===== src/rtl/ccp_timer_pkg.sv =====
package ccp_timer_pkg;

  localparam int CCP_NCH = 2;

  localparam logic [3:0] A_CTRL = 4'd0;
  localparam logic [3:0] A_PSC  = 4'd1;
  localparam logic [3:0] A_CFG0 = 4'd2;
  localparam logic [3:0] A_CFG1 = 4'd3;
  localparam logic [3:0] A_VAL0 = 4'd4;
  localparam logic [3:0] A_VAL1 = 4'd5;
  localparam logic [3:0] A_PER  = 4'd6;
  localparam logic [3:0] A_DUTY = 4'd7;
  localparam logic [3:0] A_IEN  = 4'd8;
  localparam logic [3:0] A_FLAG = 4'd9;
  localparam logic [3:0] A_CNT  = 4'd10;

  typedef enum logic [1:0] {
    ACT_NONE = 2'd0,
    ACT_SET  = 2'd1,
    ACT_CLR  = 2'd2,
    ACT_TGL  = 2'd3
  } cmp_act_e;

  typedef struct packed {
    cmp_act_e act;      // [3:2]
    logic     cap_fall; // [1]
    logic     is_cmp;   // [0]
  } chan_cfg_t;

  // Edge detector on a synchronised level against its previous sample.
  function automatic logic edge_seen(input logic now, input logic prev, input logic fall);
    return fall ? (prev & ~now) : (now & ~prev);
  endfunction

  // Level of a compare pin after a match.
  function automatic logic apply_act(input logic cur, input cmp_act_e act);
    case (act)
      ACT_SET: return 1'b1;
      ACT_CLR: return 1'b0;
      ACT_TGL: return ~cur;
      default: return cur;
    endcase
  endfunction

endpackage


===== src/rtl/ccp_tick_gen.sv =====
module ccp_tick_gen
  import ccp_timer_pkg::*;
#(
  parameter int PSC_W = 7
) (
  input  logic             clk,
  input  logic             rst_n,
  input  logic             run,
  input  logic             pulse_mode,
  input  logic             pulse_fall,
  input  logic [PSC_W-1:0] psc,
  input  logic             pulse_in,
  output logic             tick
);

  logic [PSC_W-1:0] div_q;
  logic [2:0]       ps_q;   // [0] first stage, [1] second stage, [2] previous
  logic             div_hit;
  logic             pulse_edge;

  assign div_hit    = (div_q >= psc);
  assign pulse_edge = edge_seen(ps_q[1], ps_q[2], pulse_fall);
  assign tick       = run & (pulse_mode ? pulse_edge : div_hit);

  always_ff @(posedge clk or negedge rst_n) begin
    if (!rst_n) begin
      ps_q  <= '0;
      div_q <= '0;
    end else begin
      ps_q <= {ps_q[1:0], pulse_in};
      if (!run || pulse_mode || div_hit) div_q <= '0;
      else                               div_q <= div_q + 1'b1;
    end
  end

endmodule


===== src/rtl/ccp_chan.sv =====
module ccp_chan
  import ccp_timer_pkg::*;
#(
  parameter int CNT_W = 16
) (
  input  logic             clk,
  input  logic             rst_n,
  input  chan_cfg_t        cfg,
  input  logic             cap_in,
  input  logic [CNT_W-1:0] cnt,
  input  logic             step,
  input  logic [CNT_W-1:0] cmp_val,
  output logic [CNT_W-1:0] cap_val,
  output logic             cap_evt,
  output logic             cmp_hit,
  output logic             cmp_out
);

  logic [2:0]       cs_q;   // [0] first stage, [1] second stage, [2] previous
  logic [CNT_W-1:0] cnt_nxt;

  assign cnt_nxt = cnt + 1'b1;
  assign cap_evt = ~cfg.is_cmp & edge_seen(cs_q[1], cs_q[2], cfg.cap_fall);
  assign cmp_hit = cfg.is_cmp & step & (cnt_nxt == cmp_val);

  always_ff @(posedge clk or negedge rst_n) begin
    if (!rst_n) begin
      cs_q    <= '0;
      cap_val <= '0;
      cmp_out <= 1'b0;
    end else begin
      cs_q <= {cs_q[1:0], cap_in};
      if (cap_evt) cap_val <= cnt;
      if (cmp_hit) cmp_out <= apply_act(cmp_out, cfg.act);
    end
  end

endmodule


===== src/rtl/ccp_pwm.sv =====
module ccp_pwm #(
  parameter int CNT_W = 16
) (
  input  logic             clk,
  input  logic             rst_n,
  input  logic             tick,
  input  logic [CNT_W-1:0] per_sh,
  input  logic [CNT_W-1:0] duty_sh,
  output logic             wrap,
  output logic [CNT_W-1:0] duty_act,
  output logic             pwm_out
);

  logic [CNT_W-1:0] phase_q;
  logic [CNT_W-1:0] per_act;

  assign wrap    = tick & (phase_q >= per_act);
  assign pwm_out = (phase_q < duty_act);

  always_ff @(posedge clk or negedge rst_n) begin
    if (!rst_n) begin
      phase_q  <= '0;
      per_act  <= '0;
      duty_act <= '0;
    end else if (wrap) begin
      phase_q  <= '0;
      per_act  <= per_sh;
      duty_act <= duty_sh;
    end else if (tick) begin
      phase_q  <= phase_q + 1'b1;
    end
  end

endmodule


===== src/rtl/ccp_timer.sv =====
module ccp_timer
  import ccp_timer_pkg::*;
#(
  parameter int CNT_W  = 16,
  parameter int PSC_W  = 7,
  parameter int ADDR_W = 4
) (
  input  logic                 clk,
  input  logic                 rst_n,
  input  logic                 wr_en,
  input  logic [ADDR_W-1:0]    wr_addr,
  input  logic [CNT_W-1:0]     wr_data,
  input  logic [ADDR_W-1:0]    rd_addr,
  output logic [CNT_W-1:0]     rd_data,
  input  logic [CCP_NCH-1:0]   cap_in,
  input  logic                 pulse_in,
  output logic [CCP_NCH-1:0]   cmp_out,
  output logic                 pwm_out,
  output logic                 irq
);

  localparam int FLAG_W = 1 + 2 * CCP_NCH;

  logic [2:0]         ctrl_q;   // [0] run, [1] pulse mode, [2] pulse falling edge
  logic [PSC_W-1:0]   psc_q;
  chan_cfg_t          cfg_q   [CCP_NCH];
  logic [CNT_W-1:0]   cmp_q   [CCP_NCH];
  logic [CNT_W-1:0]   per_q;
  logic [CNT_W-1:0]   duty_q;
  logic [CCP_NCH:0]   ien_q;
  logic [CNT_W-1:0]   cnt_q;
  logic               ovf_q;
  logic [CCP_NCH-1:0] ev_q;
  logic [CCP_NCH-1:0] ovr_q;

  // Named internal events, also observed by the checker.
  logic               tick_w;
  logic               cnt_load_w;
  logic               step_w;
  logic               wrap_evt_w;
  logic [CCP_NCH-1:0] cap_evt_w;
  logic [CCP_NCH-1:0] cmp_hit_w;
  logic [CNT_W-1:0]   cap_val_w [CCP_NCH];
  logic [FLAG_W-1:0]  flags_w;
  logic [FLAG_W-1:0]  clr_w;
  logic               pwm_wrap_w;
  logic [CNT_W-1:0]   duty_act_w;

  function automatic logic wr_at(input logic en, input logic [ADDR_W-1:0] a,
                                 input logic [3:0] target);
    return en && (a == ADDR_W'(target));
  endfunction

  assign cnt_load_w = wr_at(wr_en, wr_addr, A_CNT);
  assign step_w     = tick_w & ~cnt_load_w;
  assign wrap_evt_w = step_w & (cnt_q == '1);
  assign clr_w      = wr_at(wr_en, wr_addr, A_FLAG) ? wr_data[FLAG_W-1:0] : '0;
  assign flags_w    = {ovr_q, ev_q, ovf_q};
  assign irq        = |({ev_q, ovf_q} & ien_q);

  // Configuration registers
  always_ff @(posedge clk or negedge rst_n) begin
    if (!rst_n) begin
      ctrl_q <= '0;
      psc_q  <= '0;
      per_q  <= '0;
      duty_q <= '0;
      ien_q  <= '0;
      for (int i = 0; i < CCP_NCH; i++) begin
        cfg_q[i] <= '0;
        cmp_q[i] <= '0;
      end
    end else begin
      if (wr_at(wr_en, wr_addr, A_CTRL)) ctrl_q <= wr_data[2:0];
      if (wr_at(wr_en, wr_addr, A_PSC))  psc_q  <= wr_data[PSC_W-1:0];
      if (wr_at(wr_en, wr_addr, A_PER))  per_q  <= wr_data;
      if (wr_at(wr_en, wr_addr, A_DUTY)) duty_q <= wr_data;
      if (wr_at(wr_en, wr_addr, A_IEN))  ien_q  <= wr_data[CCP_NCH:0];
      for (int i = 0; i < CCP_NCH; i++) begin
        if (wr_at(wr_en, wr_addr, A_CFG0 + 4'(i))) cfg_q[i] <= chan_cfg_t'(wr_data[3:0]);
        if (wr_at(wr_en, wr_addr, A_VAL0 + 4'(i))) cmp_q[i] <= wr_data;
      end
    end
  end

  // Main counter
  always_ff @(posedge clk or negedge rst_n) begin
    if (!rst_n)          cnt_q <= '0;
    else if (cnt_load_w) cnt_q <= wr_data;
    else if (tick_w)     cnt_q <= cnt_q + 1'b1;
  end

  // Sticky flags, set has priority over write-one-to-clear
  always_ff @(posedge clk or negedge rst_n) begin
    if (!rst_n) begin
      ovf_q <= 1'b0;
      ev_q  <= '0;
      ovr_q <= '0;
    end else begin
      ovf_q <= wrap_evt_w | (ovf_q & ~clr_w[0]);
      ev_q  <= cap_evt_w | cmp_hit_w | (ev_q & ~clr_w[CCP_NCH:1]);
      ovr_q <= (cap_evt_w & ev_q) | (ovr_q & ~clr_w[FLAG_W-1:CCP_NCH+1]);
    end
  end

  ccp_tick_gen #(.PSC_W(PSC_W)) u_tick (
    .clk        (clk),
    .rst_n      (rst_n),
    .run        (ctrl_q[0]),
    .pulse_mode (ctrl_q[1]),
    .pulse_fall (ctrl_q[2]),
    .psc        (psc_q),
    .pulse_in   (pulse_in),
    .tick       (tick_w)
  );

  for (genvar g = 0; g < CCP_NCH; g++) begin : g_chan
    ccp_chan #(.CNT_W(CNT_W)) u_chan (
      .clk     (clk),
      .rst_n   (rst_n),
      .cfg     (cfg_q[g]),
      .cap_in  (cap_in[g]),
      .cnt     (cnt_q),
      .step    (step_w),
      .cmp_val (cmp_q[g]),
      .cap_val (cap_val_w[g]),
      .cap_evt (cap_evt_w[g]),
      .cmp_hit (cmp_hit_w[g]),
      .cmp_out (cmp_out[g])
    );
  end

  ccp_pwm #(.CNT_W(CNT_W)) u_pwm (
    .clk      (clk),
    .rst_n    (rst_n),
    .tick     (tick_w),
    .per_sh   (per_q),
    .duty_sh  (duty_q),
    .wrap     (pwm_wrap_w),
    .duty_act (duty_act_w),
    .pwm_out  (pwm_out)
  );

  // Read mux
  always_comb begin
    rd_data = '0;
    case (4'(rd_addr))
      A_CTRL: rd_data[2:0]        = ctrl_q;
      A_PSC:  rd_data[PSC_W-1:0]  = psc_q;
      A_CFG0: rd_data[3:0]        = cfg_q[0];
      A_CFG1: rd_data[3:0]        = cfg_q[1];
      A_VAL0: rd_data             = cap_val_w[0];
      A_VAL1: rd_data             = cap_val_w[1];
      A_PER:  rd_data             = per_q;
      A_DUTY: rd_data             = duty_q;
      A_IEN:  rd_data[CCP_NCH:0]  = ien_q;
      A_FLAG: rd_data[FLAG_W-1:0] = flags_w;
      A_CNT:  rd_data             = cnt_q;
      default: rd_data = '0;
    endcase
  end

endmodule


===== config.mk =====
export PLATFORM = sky130hd
export DESIGN_NAME = ccp_timer
export DESIGN_NICKNAME = d
export VERILOG_FILES = /design/src/rtl/ccp_timer_pkg.sv /design/src/rtl/ccp_tick_gen.sv /design/src/rtl/ccp_chan.sv /design/src/rtl/ccp_pwm.sv /design/src/rtl/ccp_timer.sv
export SDC_FILE = /design/constraint.sdc
export NUM_CORES = 1
export LEC_CHECK = 0
export BUFFER_PORTS_ARGS = -buffer_cell sky130_fd_sc_hd__buf_2
export CAP_MARGIN = 20
export CORE_AREA = 2 2 139 141
export CTS_CLUSTER_DIAMETER = 50
export CTS_CLUSTER_SIZE = 25
export DETAILED_ROUTE_END_ITERATION = 12
export DIE_AREA = 0 0 141 143
export PLACE_DENSITY = 0.78
export SLEW_MARGIN = 20
export SYNTH_ARGS = -nofsm -noshare
export SYNTH_HDL_FRONTEND = slang
export SYNTH_SLANG_ARGS = --single-unit

===== constraint.sdc =====
create_clock -name clk -period 3.28 [get_ports clk]
set_clock_uncertainty 0.05 [all_clocks]
set_input_delay 0.656 -clock clk [delete_from_list [all_inputs] [get_ports clk]]
set_output_delay 0.656 -clock clk [all_outputs]
set_load 0.02 [all_outputs]

==> summary.md, run 1 <==
| Metric | Value |
|---|---|
| Final-layout fill cell count | 1415 |
| Clk pwr share | 28.1% |
| Uppermost layer routed | met4 |
| CTS HTree Levels | 1 |
| Num CTS Buffers | 25 |
| Layout area overhead | 12.87% |
| Final instance area | 12620 um2 |
| Vias | 8277 |
| Initial antenna violation count | 0 |
| Post-CTS setup buffers | 0 |
| Initial core utilization | 60.15% |
| Crit-path cells | ha_1, a21o_1, a21o_1, a21o_1, a21oi_1, o21ai_0, a21oi_1, buf_2 |
| Max Slew Vio Count | 0 |
| Period utilization | 95.30% |
| Number of synthesized flops with an enable pin | 0 |
| Worst-path clk slew | 0.07 ns |
| Post-DP Area | 11770 um2 |
| Seq pwr share | 40.3% |
| Area contributors post-synth | dfrtp_1 46%, mux2_2 15%, ha_1 4.6%, xnor2_1 3.6%, nor2_1 2.4% |
| CP Class | register to primary output |
| Clock latency on the worst-skew pair | 0.53 ns |
| Worst hold path class | input pin to async pin |
| Footprint of the multi-input gates | 5627 um2 |
| CTS tree | built |
| Leakage power | 5.541 nW |
| Power density over the cells | 776.5 nW/um2 |
| Die area | 20160 um2 |
| Largest net degree at the start of global routing | 94 |
| CTS Root Buffer Type | clkbuf_16 |
| Most used cell, CP | a21o_1 |
| Leading area contributor after synthesis | dfrtp_1 |
| Data arrival, critical path | 2.42 ns |
| Nets | 1160 |
| Max_slew headroom | 31.54% |
| Met3 wire length | 1.354 mm |
| Final hold violations | 0 |
| Sw Share | 36.52% |
| M1 wire length | 11.89 mm |
| Post-synth top flop | dfrtp_1 |
| Critical Path RT | 2.57 ns |
| Post-synth ARST share | 100.0% |
| Tmin final | 3.126 ns |
| Max Fclk | 319.9 MHz |
| Die width | 141 um |
| Vias in the first global route | 8478 |
| Ports | 50 |
| Synthesized area per cell | 10.84 um2 |
| DRT iter0 DRCs | 613 |
| Dpl ws | 0.3133 ns |
| Antenna cells | 0 |
| Worst-case vdd ir drop | 0.5871 mV |
| Hold-fix buffers at CTS | 0 |
| Syn Nets | 1102 |
| CTS Sinks | 204 |
| Syn. warnings | 0 |
| #FFs+latches synth | 204 |
| WL met2 | 13.49 mm |
| Post-route ant nets | 0 |
| Max-cap check violation count | 0 |
| Comb pwr share | 31.6% |
| Crit path largest cell delay | 0.45 ns |
| Post-DP HPWL | 20.02 mm |
| Synth cell types | 76 |
| Die height | 143 um |
| Share of the synthesized area in the top cell type | 45.67% |
| Resized cells post-CTS | 0 |
| PnR worst setup slack | 0.1542 ns |
| Longest Clk Path Bufs | 3 |
| Mapped Area | 11180 um2 |
| Num rows | 50 |
| Detailed Routing Iterations Pass 1 | 5 |
| Pwr Total | 9.797 mW |
| Crit Path Max Fanout | 6 |
| Synthesized instance count | 1031 |
| Family with the most delay on the worst path | compound AO/OA/AOI/OAI gates |
| # setup viols final | 0 |
| Setup crit start kind | register |
| Setup TNS Final | 0 ns |
| RSZ-0062 raised after global routing | no |
| Layout cells sized above 1 | 27.82% |
| Via/cell ratio | 6.172 |
| Register area | 5106 um2 |
| Worst-margin pin slew | 1.025 ns |
| P_sw | 3.578 mW |
| Nature of the critical path endpoint | primary output |
| Total GRT Usage | 28.45% |
| Core area | 18580 um2 |
| Status | complete, no violations |
| Final GP Congestion | 0.9825 |
| Slowest-stage cell, CP | dfrtp_2 |
| First-pass GRT wire length | 45.21 mm |
| Buffer and inverter count on the worst path | 1 |
| Drt wl/cell | 20.71 um |
| Post-Route WL | 27.78 mm |
| Remaining routing DRC violations | 0 |
| Cell-internal power | 6.219 mW |
| PortBufs | 49 |
| GRT overflow | 0 |
| Sequential element share of the synthesized area | 45.67% |
==> worst register-to-register path: stages, from the launching register on <==
cell	delay, ns
dfrtp_1	0.42
ha_1	0.31
a21o_1	0.11
a21o_1	0.11
a211oi_1	0.06
o21ai_0	0.19
o211ai_1	0.28
a21oi_4	0.89
mux2_2	0.44
==> cell type report <==
| type | instances | area share (%) |
|---|---|---|
| well taps | 234 | 2.321 |
| clock inverters | 19 | 1.696 |
| repair buffers | 87 | 4.374 |
| multi-input cells | 719 | 44.60 |
| inverters | 52 | 1.547 |
| clock buffers | 26 | 4.989 |
| flip-flops and latches | 204 | 40.47 |
==> stage by stage <==
step	hold WS [ns]	instances	utilization (%)
floorplan	0.2812	1031	-
global placement	0.2820	1296	63.35
detailed placement	0.2870	1296	63.35
CTS	0.1569	1341	67.89
global route	0.1582	1341	67.90
finish	0.1161	1341	67.90
==> final timing paths <==
check / cells after the start / start / slack (ns) / endpoint
hold reg to reg: 0 / g_chan[0].u_chan.cs_q[0]$_DFF_PN0_ / 0.31 / g_chan[0].u_chan.cs_q[1]$_DFF_PN0_
max in group asynchronous: 2 / rst_n / 2.14 / g_chan[1].u_chan.cap_val[8]$_DFFE_PN0P_
setup / recovery: 8 / u_pwm.phase_q[1]$_DFFE_PN0P_ / 0.15 / pwm_out
min in group clk: 1 / cap_in[1] / 0.18 / g_chan[1].u_chan.cs_q[0]$_DFF_PN0_
setup reg to reg: 8 / u_pwm.phase_q[9]$_DFFE_PN0P_ / 0.31 / u_pwm.per_act[0]$_DFFE_PN0P_
hold / removal: 1 / rst_n / 0.12 / g_chan[0].u_chan.cs_q[2]$_DFF_PN0_
==> logic make-up (layout without fill, tap and decap cells) <==
kind of cell    count (synthesis)  in the layout  synth area share (%)
compound gates                162            162                 9.538
xor+xnor                       65             65                 5.340
fa+ha+maj                      41             41                 4.590
buf+inv                       108            184                 4.108
flops                         204            204                 45.67
mux                           172            172                 17.64
simple gates                  279            279                 13.11
==> cells in the final DEF (no fill, tap or decap), types with 3 or more instances in the layout <==
cell	count
clkinv_8	4
clkbuf_16	25
xor2_1	17
buf_4	37
a32oi_1	4
mux2_2	150
a31oi_1	12
nand2b_1	13
nor4_1	12
nand4_1	14
o211ai_1	5
a22o_1	3
a22oi_1	12
nand3b_1	3
and3_1	10
inv_1	51
a21oi_1	26
a21o_1	14
dfrtp_1	203
nand3_1	30
xnor2_1	46
o2111ai_1	5
mux2i_1	17
nor2_1	71
o21ai_0	50
mux4_2	5
ha_1	41
clkinvlp_4	3
nor3b_1	5
nor2b_1	4
nor3_1	19
and4_1	5
a211oi_1	3
buf_2	48
inv_12	3
nand2_1	66
inv_6	5
a211o_1	4
==> state kept, by name, summed over array words and instances (netlist names), 6 cells and up <==
name / flops
cnt_q: 16
u_pwm.phase_q: 16
u_pwm.per_act: 16
cfg_q: 8
u_tick.div_q: 7
u_pwm.duty_act: 16
psc_q: 7
duty_q: 16
per_q: 16
cmp_q: 32
g_chan.u_chan.cap_val: 32
g_chan.u_chan.cs_q: 6
==> power groups by stage <==
| stage | clock, mW | combinational [mW] | sequential, mW |
|---|---|---|---|
| after floorplan | 0 | 2.37 | 3.67 |
| after global placement | 0 | 2.95 | 3.93 |
| after detailed placement | 0 | 3.06 | 3.96 |
| after CTS | 2.80 | 3.09 | 3.93 |
| after global routing | 2.90 | 3.40 | 4.04 |
| final | 2.76 | 3.09 | 3.95 |
==> cells in the mapped netlist (all sizes together), types with 10 or more instances <==
cell type	instances
dfrtp	204
mux2	150
nor2	73
nand2	66
inv	52
o21ai	50
xnor2	46
ha	41
nand3	33
clkbuf	30
a21oi	27
buf	26
nor3	22
mux2i	17
xor2	17
nand4	16
a21o	14
nor4	14
nand2b	13
a22oi	12
a31oi	12
and3	10
==> per-layer routing <==
metal | up-vias | GRT usage [%]
li1 | 3835 | -
met1 | 4115 | 37.57
met3 | 69 | 4.259
met5 | - | 0
met4 | 0 | 11.37
met2 | 258 | 47.65
No activity file was read; power rests on OpenSTA's default activity.
==> run 2, diff against run 1 <==
--- a/config.mk
+++ b/config.mk
@@ -13,6 +13,7 @@
 export DETAILED_ROUTE_END_ITERATION = 12
 export DIE_AREA = 0 0 141 143
 export PLACE_DENSITY = 0.78
+export RECOVER_POWER = 100
 export SLEW_MARGIN = 20
 export SYNTH_ARGS = -nofsm -noshare
 export SYNTH_HDL_FRONTEND = slang
==> summary.md, run 2 (synthesis gave the netlist of run 1 again) <==
| Metric | Value |
|---|---|
| Most common cell after layout, fill and taps aside | dfrtp_1 (unchanged) |
| Post-DP Area | 11770 um2 (unchanged) |
| Via/cell ratio | 6.189 (was 6.172) |
| Longest Clk Path Bufs | 3 (unchanged) |
| Ports | 50 (unchanged) |
| Final Non-Filler Cells | 1341 (unchanged) |
| Tmin final | 3.126 ns (about the same) |
| Die width | 141 um (unchanged) |
| Nets | 1160 (unchanged) |
| Total GRT Usage | 28.45% (unchanged) |
| Setup TNS Final | 0 ns (unchanged) |
| Post-route ant nets | 0 (unchanged) |
| Remaining routing DRC violations | 0 (unchanged) |
| Core area | 18580 um2 (unchanged) |
| Worst hold path class | input pin to register (was input pin to async pin) |
| Antenna cells | 0 (unchanged) |
| R2R setup slack | 0.28 ns (was 0.31 ns) |
| Setup crit end | pwm_out (unchanged) |
| RSZ-0062 raised after global routing | no (unchanged) |
| Resized cells post-CTS | 0 (unchanged) |
| Clock latency on the worst-skew pair | 0.53 ns (about the same) |
| Largest net degree at the start of global routing | 94 (unchanged) |
| PortBufs | 49 (unchanged) |
| Initial core utilization | 60.15% (unchanged) |
| Final hold violations | 0 (unchanged) |
| Layout area overhead | 12.20% (was 12.87%) |
| Most frequent cells in the layout | 203 x dfrtp_1, 149 x mux2_2, 71 x nor2_1, 66 x nand2_1, 51 x inv_1 (was 203 x dfrtp_1, 150 x mux2_2, 71 x nor2_1, 66 x nand2_1, 51 x inv_1) |
| Period utilization | 95.30% (about the same) |
| Post-DP HPWL | 20.02 mm (unchanged) |
| Max-cap check violation count | 1 (was 0) |
| Vias in the first global route | 8478 (unchanged) |
| Die area | 20160 um2 (unchanged) |
| Crit-path cells | ha_1, a21o_1, a21o_1, a21o_1, a21oi_1, o21ai_0, a21oi_1, buf_2 (unchanged) |
| Worst hold margin | 0.1758 ns (was 0.1161 ns) |
| DRT iter0 DRCs | 607 (was 613) |
| CTS Sinks | 204 (unchanged) |
| GRT overflow | 0 (unchanged) |
| CTS HTree Levels | 1 (unchanged) |
| Post-CTS setup buffers | 0 (unchanged) |
| CTS Root Buffer Type | clkbuf_16 (unchanged) |
| Buffer and inverter count on the worst path | 1 (unchanged) |
| Power density over the cells | 780.1 nW/um2 (was 776.5 nW/um2) |
| Fin util | 67.49% (was 67.90%) |
| Final instance area | 12540 um2 (was 12620 um2) |
| Leakage power | 5.465 nW (was 5.541 nW) |
| Data arrival, critical path | 2.42 ns (about the same) |
| Vias | 8300 (was 8277) |
| CP Class | register to primary output (unchanged) |
| Status | finished with violations (was complete, no violations) |
| Max Fclk | 319.9 MHz (unchanged) |
| Post-Route WL | 27.74 mm (was 27.78 mm) |
| Reg2reg start | u_pwm.phase_q[9]$_DFFE_PN0P_ (unchanged) |
| Max Slew Vio Count | 93 (was 0) |
| Crit Path Max Fanout | 6 (unchanged) |
| Max_slew headroom | -56.52% (was 31.54%) |
| # setup viols final | 0 (unchanged) |
| Final GP Congestion | 0.9825 (unchanged) |
| Worst-case vdd ir drop | 0.5870 mV (was 0.5871 mV) |
| Failing checks | capacitance limit, slew limit |
| Layout cells sized above 1 | 25.84% (was 27.82%) |
| Worst-path clk slew | 0.08 ns (was 0.07 ns) |
| Family with the most delay on the worst path | compound AO/OA/AOI/OAI gates (unchanged) |
| Placed Instances | 1296 (unchanged) |
| Drt wl/cell | 20.69 um (was 20.71 um) |
| Nature of the critical path endpoint | primary output (unchanged) |
| Worst-margin pin slew | 2.348 ns (was 1.025 ns) |
| Detailed Routing Iterations Pass 1 | 5 (unchanged) |
| Num CTS Buffers | 25 (unchanged) |
| Crit path depth | 8 (unchanged) |
| Crit path from | u_pwm.phase_q[1]$_DFFE_PN0P_ (unchanged) |
| Most used cell, CP | a21o_1 (unchanged) |
| Slowest-stage cell, CP | dfrtp_2 (unchanged) |
| First-pass GRT wire length | 45.21 mm (unchanged) |
| Initial antenna violation count | 0 (unchanged) |
| End of the worst register-to-register path | u_pwm.phase_q[7]$_DFFE_PN0P_ (was u_pwm.per_act[0]$_DFFE_PN0P_) |
| Setup crit start kind | register (unchanged) |
| Hold-fix buffers at CTS | 0 (unchanged) |
| Num rows | 50 (unchanged) |
| Worst r2r path cells | 9 (was 8) |
| Regs by FF count | cmp_q: 32 flops, g_chan.u_chan.cap_val: 32 flops (unchanged) |
| Crit path largest cell delay | 0.45 ns (about the same) |
| Die height | 143 um (unchanged) |
| Critical Path RT | 2.57 ns (about the same) |
| CTS tree | built (unchanged) |
==> run 2: changes by cell type in the layout (fill, tap and decap cells not counted), moves of 12 or more <==
| cell | delta |
|---|---|
| buf_2 | -17 |
| buf_4 | -14 |
| clkbuf_1 | +20 |
| clkbuf_2 | +12 |
==> run 2: layout make-up <==
class	count	area [um2]
Fill cell	1438	6040
Multi-Input combinational cell	719	5620
Sequential cell	204	5106
Clock buffer	26	629.4
Timing Repair Buffer	87	483.0
Tap cell	234	292.8
Clock inverter	19	214.0
Inverter	52	195.2
==> run 2: worst reg2reg max path, stage by stage, from the launching register on <==
cell and delay [ns]:
dfrtp_1 0.42, ha_1 0.31, a21o_1 0.11, a21o_1 0.11, a211oi_1 0.06, o21ai_0 0.19
o211ai_1 0.28, a21oi_4 0.89, clkbuf_2 0.38, nor2_1 0.08
==> run 2: worst min path at each step <==
stage / startpoint / end / slack [ns] / cells after the start
final: cap_in[1] / g_chan[1].u_chan.cs_q[0]$_DFF_PN0_ / 0.18 / 1
after CTS: cap_in[1] / g_chan[1].u_chan.cs_q[0]$_DFF_PN0_ / 0.16 / 1
after detailed placement: u_tick.ps_q[0]$_DFF_PN0_ / u_tick.ps_q[1]$_DFF_PN0_ / 0.29 / 0
after global placement: g_chan[0].u_chan.cs_q[0]$_DFF_PN0_ / g_chan[0].u_chan.cs_q[1]$_DFF_PN0_ / 0.28 / 0
after floorplan: g_chan[0].u_chan.cs_q[0]$_DFF_PN0_ / g_chan[0].u_chan.cs_q[1]$_DFF_PN0_ / 0.28 / 0
after global routing: cap_in[1] / g_chan[1].u_chan.cs_q[0]$_DFF_PN0_ / 0.16 / 1
==> run 2: metal layers <==
layer / GRT usage, % / vias to the layer above / share of wire, %
li1: - / 3831 / -
met1: 37.57 / 4120 / 43
met2: 47.65 / 274 / 48
met3: 4.259 / 75 / 5.0
met4: 11.37 / 0 / 3.8
met5: 0 / - / 0
==> run 2: stage by stage <==
stage / power, mW / setup slack, ns
after floorplan: 6.044 / 0.3138
after global placement: 6.877 / 0.3611
after detailed placement: 7.016 / 0.3133
after CTS: 9.822 / 0.1154
after global routing: 10.33 / 0.004064
final: 9.782 / 0.1542
==> run 2: report_power, final <==
group	internal (mW)	total, mW	switching, mW
sequential	3.26	3.95	0.689
combinational	1.46	3.08	1.62
clock	1.49	2.76	1.27
